[src/rtl/tdm_ser_pkg.sv]
package tdm_ser_pkg;

  localparam int unsigned SLOT_MAX   = 8;
  localparam int unsigned WORD_MAX   = 40;
  localparam int unsigned WORD_SHORT = 24;
  localparam int unsigned BIT_IDX_W  = $clog2(WORD_MAX);
  localparam int unsigned SLOT_W     = $clog2(SLOT_MAX);

  typedef logic [BIT_IDX_W-1:0] bit_idx_t;
  typedef logic [SLOT_W-1:0]    slot_t;
  typedef logic [SLOT_W:0]      slot_cnt_t;

  typedef enum logic [1:0] {
    TDM_X1 = 2'd0,
    TDM_X2 = 2'd1,
    TDM_X4 = 2'd2,
    TDM_X8 = 2'd3
  } tdm_sel_e;

  function automatic slot_cnt_t slots_of(tdm_sel_e sel);
    return slot_cnt_t'(1) << sel;
  endfunction

  function automatic bit_idx_t msb_of(logic wide);
    return wide ? bit_idx_t'(WORD_MAX - 1) : bit_idx_t'(WORD_SHORT - 1);
  endfunction

endpackage

[src/rtl/tdm_bitclk_gen.sv]
module tdm_bitclk_gen #(
  parameter int unsigned DIV_W = 4
) (
  input  logic             clk,
  input  logic             rst_n,
  input  logic [DIV_W-1:0] div_val,
  output logic             bclk,
  output logic             fall_tick
);

  logic [DIV_W-1:0] cnt_q, cnt_d, last_cnt;
  logic             bclk_q, bclk_d;
  logic             wrap;

  assign last_cnt = (div_val == '0) ? '0 : div_val - DIV_W'(1);
  assign wrap     = (cnt_q >= last_cnt);

  always_comb begin
    cnt_d  = wrap ? '0 : cnt_q + DIV_W'(1);
    bclk_d = wrap ? ~bclk_q : bclk_q;
  end

  always_ff @(posedge clk or negedge rst_n) begin
    if (!rst_n) begin
      cnt_q  <= '0;
      bclk_q <= 1'b0;
    end else begin
      cnt_q  <= cnt_d;
      bclk_q <= bclk_d;
    end
  end

  assign bclk      = bclk_q;
  assign fall_tick = bclk_q & wrap;


  bclk_wrap_chk: assert property (@(posedge clk) disable iff (!rst_n)
    !$stable(bclk_q) |-> (cnt_q == '0));

endmodule

[src/rtl/tdm_frame_ctrl.sv]
module tdm_frame_ctrl
  import tdm_ser_pkg::*;
#(
  parameter int unsigned NUM_PINS = 2,
  parameter int unsigned DIV_W    = 4,
  localparam int unsigned NUM_CH  = NUM_PINS * SLOT_MAX,
  localparam int unsigned DATA_W  = NUM_CH * WORD_MAX
) (
  input  logic              clk,
  input  logic              rst_n,
  input  logic              fall_tick,
  input  logic              conv_strobe,
  input  logic [DIV_W-1:0]  cfg_div,
  input  tdm_sel_e          cfg_tdm,
  input  logic              cfg_wide,
  input  logic [DATA_W-1:0] chan_data,
  output logic [DIV_W-1:0]  div_act,
  output tdm_sel_e          tdm_act,
  output logic [DATA_W-1:0] frame_data,
  output slot_t             slot,
  output bit_idx_t          bit_idx,
  output logic              busy,
  output logic              fsync,
  output logic              overrun
);

  logic              pend_q, pend_d;
  logic [DATA_W-1:0] pend_data_q;
  logic [DATA_W-1:0] frame_q;
  logic              busy_q, busy_d;
  logic              fsync_q, fsync_d;
  logic              ovr_q, ovr_d;
  slot_t             slot_q, slot_d;
  bit_idx_t          bit_q, bit_d;
  logic [DIV_W-1:0]  div_q;
  tdm_sel_e          tdm_q;
  logic              wide_q;

  logic start, advance, cfg_load, last_bit, last_slot;

  assign start     = fall_tick & pend_q;
  assign advance   = fall_tick & busy_q & ~pend_q;
  assign cfg_load  = fall_tick & (pend_q | ~busy_q);
  assign last_bit  = (bit_q == '0);
  assign last_slot = ((slot_cnt_t'(slot_q) + slot_cnt_t'(1)) == slots_of(tdm_q));

  always_comb begin
    pend_d  = conv_strobe ? 1'b1 : (start ? 1'b0 : pend_q);
    ovr_d   = ovr_q | (conv_strobe & (busy_q | pend_q));
    busy_d  = busy_q;
    fsync_d = fsync_q;
    slot_d  = slot_q;
    bit_d   = bit_q;
    if (start) begin
      busy_d  = 1'b1;
      fsync_d = 1'b1;
      slot_d  = '0;
      bit_d   = msb_of(cfg_wide);
    end else if (advance) begin
      fsync_d = 1'b0;
      if (!last_bit) begin
        bit_d = bit_q - bit_idx_t'(1);
      end else if (!last_slot) begin
        slot_d = slot_q + slot_t'(1);
        bit_d  = msb_of(wide_q);
      end else begin
        busy_d = 1'b0;
      end
    end else if (fall_tick) begin
      fsync_d = 1'b0;
    end
  end

  always_ff @(posedge clk or negedge rst_n) begin
    if (!rst_n) begin
      pend_q      <= 1'b0;
      pend_data_q <= '0;
      frame_q     <= '0;
      busy_q      <= 1'b0;
      fsync_q     <= 1'b0;
      ovr_q       <= 1'b0;
      slot_q      <= '0;
      bit_q       <= '0;
      div_q       <= '0;
      tdm_q       <= TDM_X1;
      wide_q      <= 1'b0;
    end else begin
      pend_q  <= pend_d;
      ovr_q   <= ovr_d;
      busy_q  <= busy_d;
      fsync_q <= fsync_d;
      slot_q  <= slot_d;
      bit_q   <= bit_d;
      if (conv_strobe) pend_data_q <= chan_data;
      if (start)       frame_q     <= pend_data_q;
      if (cfg_load) begin
        div_q  <= cfg_div;
        tdm_q  <= cfg_tdm;
        wide_q <= cfg_wide;
      end
    end
  end

  assign div_act    = div_q;
  assign tdm_act    = tdm_q;
  assign frame_data = frame_q;
  assign slot       = slot_q;
  assign bit_idx    = bit_q;
  assign busy       = busy_q;
  assign fsync      = fsync_q;
  assign overrun    = ovr_q;


  fsync_msb_chk: assert property (@(posedge clk) disable iff (!rst_n)
    fsync_q |-> (busy_q && slot_q == '0 && bit_q == msb_of(wide_q)));


  bit_range_chk: assert property (@(posedge clk) disable iff (!rst_n)
    busy_q |-> (bit_q <= msb_of(wide_q)));


  ovr_sticky_chk: assert property (@(posedge clk) disable iff (!rst_n)
    ovr_q |=> ovr_q);


  cfg_hold_chk: assert property (@(posedge clk) disable iff (!rst_n)
    (busy_q && !pend_q) |=> ($stable(wide_q) && $stable(tdm_q) && $stable(div_q)));

endmodule

[src/rtl/tdm_lane_pick.sv]
module tdm_lane_pick
  import tdm_ser_pkg::*;
#(
  parameter int unsigned NUM_CH = 16,
  parameter int unsigned PIN    = 0,
  localparam int unsigned DATA_W = NUM_CH * WORD_MAX,
  localparam int unsigned IDX_W  = $clog2(DATA_W)
) (
  input  logic [DATA_W-1:0] frame_data,
  input  tdm_sel_e          tdm_sel,
  input  slot_t             slot,
  input  bit_idx_t          bit_idx,
  output logic              bit_out
);

  int unsigned      ch_i;
  int unsigned      pos_i;
  logic [IDX_W-1:0] pos;

  always_comb begin
    ch_i  = PIN * 32'(slots_of(tdm_sel)) + 32'(slot);
    pos_i = ch_i * WORD_MAX + 32'(bit_idx);
    pos   = IDX_W'(pos_i);
    bit_out = (ch_i < NUM_CH) ? frame_data[pos] : 1'b0;
  end

endmodule

[src/rtl/tdm_frame_serializer.sv]
module tdm_frame_serializer
  import tdm_ser_pkg::*;
#(
  parameter int unsigned NUM_PINS = 2,
  parameter int unsigned DIV_W    = 4,
  localparam int unsigned NUM_CH  = NUM_PINS * SLOT_MAX,
  localparam int unsigned DATA_W  = NUM_CH * WORD_MAX
) (
  input  logic                clk,
  input  logic                rst_n,
  input  logic [DIV_W-1:0]    cfg_div,
  input  logic [1:0]          cfg_tdm,
  input  logic                cfg_wide,
  input  logic                conv_strobe,
  input  logic [DATA_W-1:0]   chan_data,
  output logic                bclk,
  output logic                fsync,
  output logic [NUM_PINS-1:0] dout,
  output logic                overrun
);

  logic [1:0] rst_pipe;
  logic       core_rst_n;

  always_ff @(posedge clk or negedge rst_n) begin
    if (!rst_n) rst_pipe <= '0;
    else        rst_pipe <= {rst_pipe[0], 1'b1};
  end
  assign core_rst_n = rst_pipe[1];

  logic              fall_tick;
  logic [DIV_W-1:0]  div_act;
  tdm_sel_e          tdm_act;
  logic [DATA_W-1:0] frame_data;
  slot_t             slot;
  bit_idx_t          bit_idx;
  logic              busy;
  logic [NUM_PINS-1:0] lane_bits;

  tdm_bitclk_gen #(.DIV_W(DIV_W)) u_bitclk (
    .clk       (clk),
    .rst_n     (core_rst_n),
    .div_val   (div_act),
    .bclk      (bclk),
    .fall_tick (fall_tick)
  );

  tdm_frame_ctrl #(.NUM_PINS(NUM_PINS), .DIV_W(DIV_W)) u_ctrl (
    .clk         (clk),
    .rst_n       (core_rst_n),
    .fall_tick   (fall_tick),
    .conv_strobe (conv_strobe),
    .cfg_div     (cfg_div),
    .cfg_tdm     (tdm_sel_e'(cfg_tdm)),
    .cfg_wide    (cfg_wide),
    .chan_data   (chan_data),
    .div_act     (div_act),
    .tdm_act     (tdm_act),
    .frame_data  (frame_data),
    .slot        (slot),
    .bit_idx     (bit_idx),
    .busy        (busy),
    .fsync       (fsync),
    .overrun     (overrun)
  );

  for (genvar p = 0; p < NUM_PINS; p++) begin : g_lane
    tdm_lane_pick #(.NUM_CH(NUM_CH), .PIN(p)) u_pick (
      .frame_data (frame_data),
      .tdm_sel    (tdm_act),
      .slot       (slot),
      .bit_idx    (bit_idx),
      .bit_out    (lane_bits[p])
    );
  end

  assign dout = busy ? lane_bits : '0;


  dout_edge_chk: assert property (@(posedge clk) disable iff (!core_rst_n)
    !$stable(dout) |-> $fell(bclk));


  fsync_busy_chk: assert property (@(posedge clk) disable iff (!core_rst_n)
    fsync |-> busy);

endmodule

[config.mk]
export PLATFORM = sky130hd
export DESIGN_NAME = tdm_frame_serializer
export DESIGN_NICKNAME = d
export VERILOG_FILES = /design/src/rtl/tdm_ser_pkg.sv /design/src/rtl/tdm_bitclk_gen.sv /design/src/rtl/tdm_frame_ctrl.sv /design/src/rtl/tdm_lane_pick.sv /design/src/rtl/tdm_frame_serializer.sv
export SDC_FILE = /design/constraint.sdc
export NUM_CORES = 2
export LEC_CHECK = 0
export ABC_AREA = 1
export BUFFER_PORTS_ARGS = -buffer_cell sky130_fd_sc_hd__buf_2
export CAP_MARGIN = 30
export CORE_MARGIN = 4
export CORE_UTILIZATION = 46
export DETAILED_ROUTE_END_ITERATION = 6
export HOLD_SLACK_MARGIN = 0.02
export PLACE_DENSITY = 0.65
export SLEW_MARGIN = 20
export SYNTH_ARGS = -nofsm -noshare
export SYNTH_HDL_FRONTEND = slang
export SYNTH_SLANG_ARGS = --single-unit
[constraint.sdc]
create_clock -name clk -period 123.4 [get_ports clk]
set_input_delay 6.17 -clock clk [delete_from_list [all_inputs] [get_ports clk]]
set_output_delay 6.17 -clock clk [all_outputs]
set_load 0.02 [all_outputs]
==> impl_results.md <==
* Num CTS Buffers at 140
* Worst-path fanout max at 97
* Initial antenna violation count at 14
* Seq/Total Area, Yosys at 57.35%
* Insertion delay to the later sink of the worst-skew pair at between 0.7 and 0.8 ns
* Cts repair resizes at 0
* Hold Path End: rst_pipe[1]
* Final setup viols at 0
* Gr usage total at 26.23%
* Core box area at 122500 um^2
* Hold path cells at 0
* Final net count at 8107
* Run status: completed
* RSZ-0062 raised after global routing: false
* TritonRoute pass-1 iters at 6
* Die width at 360.1 um
* Via density at 5.145
* Yosys warns at 0
* Die ar. at 129700 um^2
* Vias in the first global route at 46730
* Starting DRT DRC Count at 4426
* Share of power burned in registers at 34.1%
* CTS Buffer Depth at 3
* Achievable Freq at 0.07915 GHz
* Row count at 128
* Pin count of the biggest net entering global routing at 247
* Die Span Y at about 360 um
* Leakage dissipation at 34.40 nW
* WS Path Type: reg2out
* HP Start: rst_pipe[0]
* GRT Max-Usage Layer: met2
* Port bufs at 654
* Cell variety after synth at 33
* Vias at 47170
* Post-synth top area cell: dfrtp_1
* Synth Register Bits at roughly 1300
* Design area at 66150 um^2
* Worst-path cell chain: buf_4, buf_4, buf_4, o211ai_1, nand3_1, nand3_1, nand3_1, nand3_1, nand3_1, nand2_1, nand2_1, nand2_1, nand2_1, nand2_1, a21oi_1, buf_2
* Reg2Reg Launch Point: rst_pipe[1]
* Post-detailed-route DRC marker count at 0
* Worst vdd ir at 0.04089 mV
* CTS HTree Levels at 4
* Share of the synthesized area in the top cell type at between 50% and 60%
* Critical R2R Capture: u_ctrl.pend_data_q[425]
* Slowest CP cell: dfrtp_4
* Dpl cell area at between 60000 and 70000 um^2
* Hold-fix buffers at CTS at 0
* Setup_tns at 0 ns
* Comb power frac at roughly two fifths
* Cells after synthesis at between 6000 and 7000
* Mapped cell area at 57030 um^2
* Worst Hold Slack at 0.3491 ns
* Total wire length at 172400 um
* Period minus WS final at 12.63 ns
* Final Util at 53.99%
* Synthesized Nets at 7674
* Final Wtd Congestion at 0.8247
* GRT overflow at 0
* First-pass GRT wire length at about 270000 um
* HPWL after DPL at approximately 110000 um
* Critical Path RT at about 120 ns
* CTS Root Cell: clkbuf_16
* Final hold vios at 0
* Sw power at 0.7689 mW
* Clock-pin slew on the worst setup and hold paths at 0.06 ns
* Worst reg2reg setup slack at 117.95 ns
* DR WL/cell at 18.81 um
* Int Power at 1.020 mW
* Startpoint types: flop
* Ports at 655
* Slew Limit Headroom at 20.60%
* Final Cycle Share at 10.24%
* Area growth, synth to finish at 15.99%
* Worst Tran Pin Value at between 1 and 1.5 ns
* Min-delay worst type: reg2reg
* CP peak stage delay at approximately 0.96 ns
* Starting density of the core at between 40 and 50%
* CTS tree: yes
* Net Sw Frac at between 40% and 50%
* Setup crit end kind: primary output
* Max-slew violation count at 0
* ANT nets after route at 0
* Layout cells sized above 1 at between 10% and 20%
* R2R depth at 10
* PD cells at 27.04 nW/um^2
* Post-CTS setup buffers at 0
* Clk pwr share at 23.8%
* Worst Clk Skew at roughly 0.023 ns
* Met3 usage at 4.850%
* Grt met2 use at 41.11%
* Max-cap violations at 0
* Arrival time worst endpoint at 6.46 ns
* Top cells by area, synth: dfrtp_1 57%, nand2_1 20%, o21ai_0 7.3%
* Met1 Usage GRT at 36.36%
* Syn_area_per_cell at 8.154 um^2
* Clk sinks at between 1000 and 1500
placed cells by master, fill, tap and decap left out, drive strengths merged, types with 8 or more instances in the layout:
cell type and instances:
a21oi 109, nand2 3013, diode 10, ha 26, bufinv 10, clkbuf 204
o211ai 118, xnor2 8, inv 635, a31oi 10, dfrtp 1307, nor2 29
buf 724, nand3 452, xor2 12, clkinv 22, o21ai 832
cell usage after synthesis:
library cell / number
o21ai_0: 830
o21ai_1: 1
inv_1: 620
buf_4: 11
o21ai_2: 1
xnor2_1: 8
a21oi_1: 109
clkbuf_1: 239
dfrtp_1: 1307
o21bai_1: 1
a31oi_1: 10
nand3_1: 451
nand4_1: 3
mux2_2: 2
xor2_1: 12
fa_1: 4
clkinv_1: 3
buf_1: 37
buf_6: 15
o22ai_1: 1
conb_1: 1
nand3_2: 1
o211ai_2: 1
nor2_1: 29
nor3_1: 3
o211ai_1: 117
nand2_1: 3013
inv_2: 4
buf_2: 131
and2_1: 1
or2_2: 1
ha_1: 26
a21o_1: 1
logic make-up after synthesis:
group           share of synthesized area, %
flops                                  57.35
simple gates                           24.08
xor+xnor                              0.3072
other cells                         0.006576
fa+ha+maj                             0.7108
mux                                  0.03949
compound gates                         9.974
buf+inv                                7.534
registers in the layout (all words and copies together) (netlist names):
signal              cells
u_ctrl.busy             1
u_ctrl.slot             3
u_ctrl.div_act          4
u_ctrl.overrun          1
u_ctrl.bit_idx          6
u_ctrl.pend_q           1
u_ctrl.wide_q           1
u_ctrl.fsync            1
u_ctrl.frame_data     640
rst_pipe                2
u_ctrl.tdm_act          2
u_bitclk.cnt_q          4
u_bitclk.bclk           1
u_ctrl.pend_data_q    640
per-stage QoR:
stage               std cells  setup WS [ns]  total power, mW
finish                   9168         110.77            1.789
floorplan                6994          84.27            1.113
CTS                      9144         110.82            1.790
global route             9158         110.35            1.918
detailed placement       8896         111.65            1.358
global placement         8891         111.75            1.335
power by group through the flow:
stage | logic (mW) | registers [mW] | clock network (mW)
6_report | 0.752 | 0.610 | 0.426
5_1_grt | 0.843 | 0.623 | 0.452
4_1_cts | 0.746 | 0.610 | 0.434
3_5_place_dp | 0.741 | 0.617 | 0
3_3_place_gp | 0.721 | 0.614 | 0
2_1_floorplan | 0.509 | 0.604 | 0
worst max-delay path, delay by kind of cell (launching register included):
kind / cells / cell delay (ns)
and+or+nand+nor: 10 / 1.05
DFF: 1 / 0.96
buffers and inverters: 4 / 2.71
AOI/OAI and AO/OA: 2 / 0.77
layout make-up:
class | count | area (um^2)
antenna | 10 | 25.02
clock buffer | 204 | 4058
clock inverter | 44 | 600.6
fill | 11540 | 56370
inverter | 627 | 2379
multi-input combinational | 4627 | 20080
sequential | 1307 | 32720
tap | 1625 | 2033
timing repair buffer | 724 | 4252
routing by layer:
metal | up-vias | part of all wire [%]
met2 | 1515 | 46
met4 | 4 | 4.0
met3 | 318 | 7.1
met1 | 22560 | 43
li1 | 22770 | -
met5 | - | 0.016
worst max-delay path by stage:
stage | slack (ns) | to | start | cells after the start
5_1_grt | 110.35 | dout[1] | u_ctrl.bit_idx[0] | 16
3_5_place_dp | 111.65 | dout[1] | u_ctrl.bit_idx[0] | 16
6_report | 110.77 | dout[1] | u_ctrl.bit_idx[0] | 16
4_1_cts | 110.82 | dout[1] | u_ctrl.bit_idx[0] | 16
2_1_floorplan | 84.27 | u_bitclk.bclk | rst_pipe[1] | 0
3_3_place_gp | 111.75 | dout[1] | u_ctrl.bit_idx[0] | 16
Power figures use the tool's default switching activity.
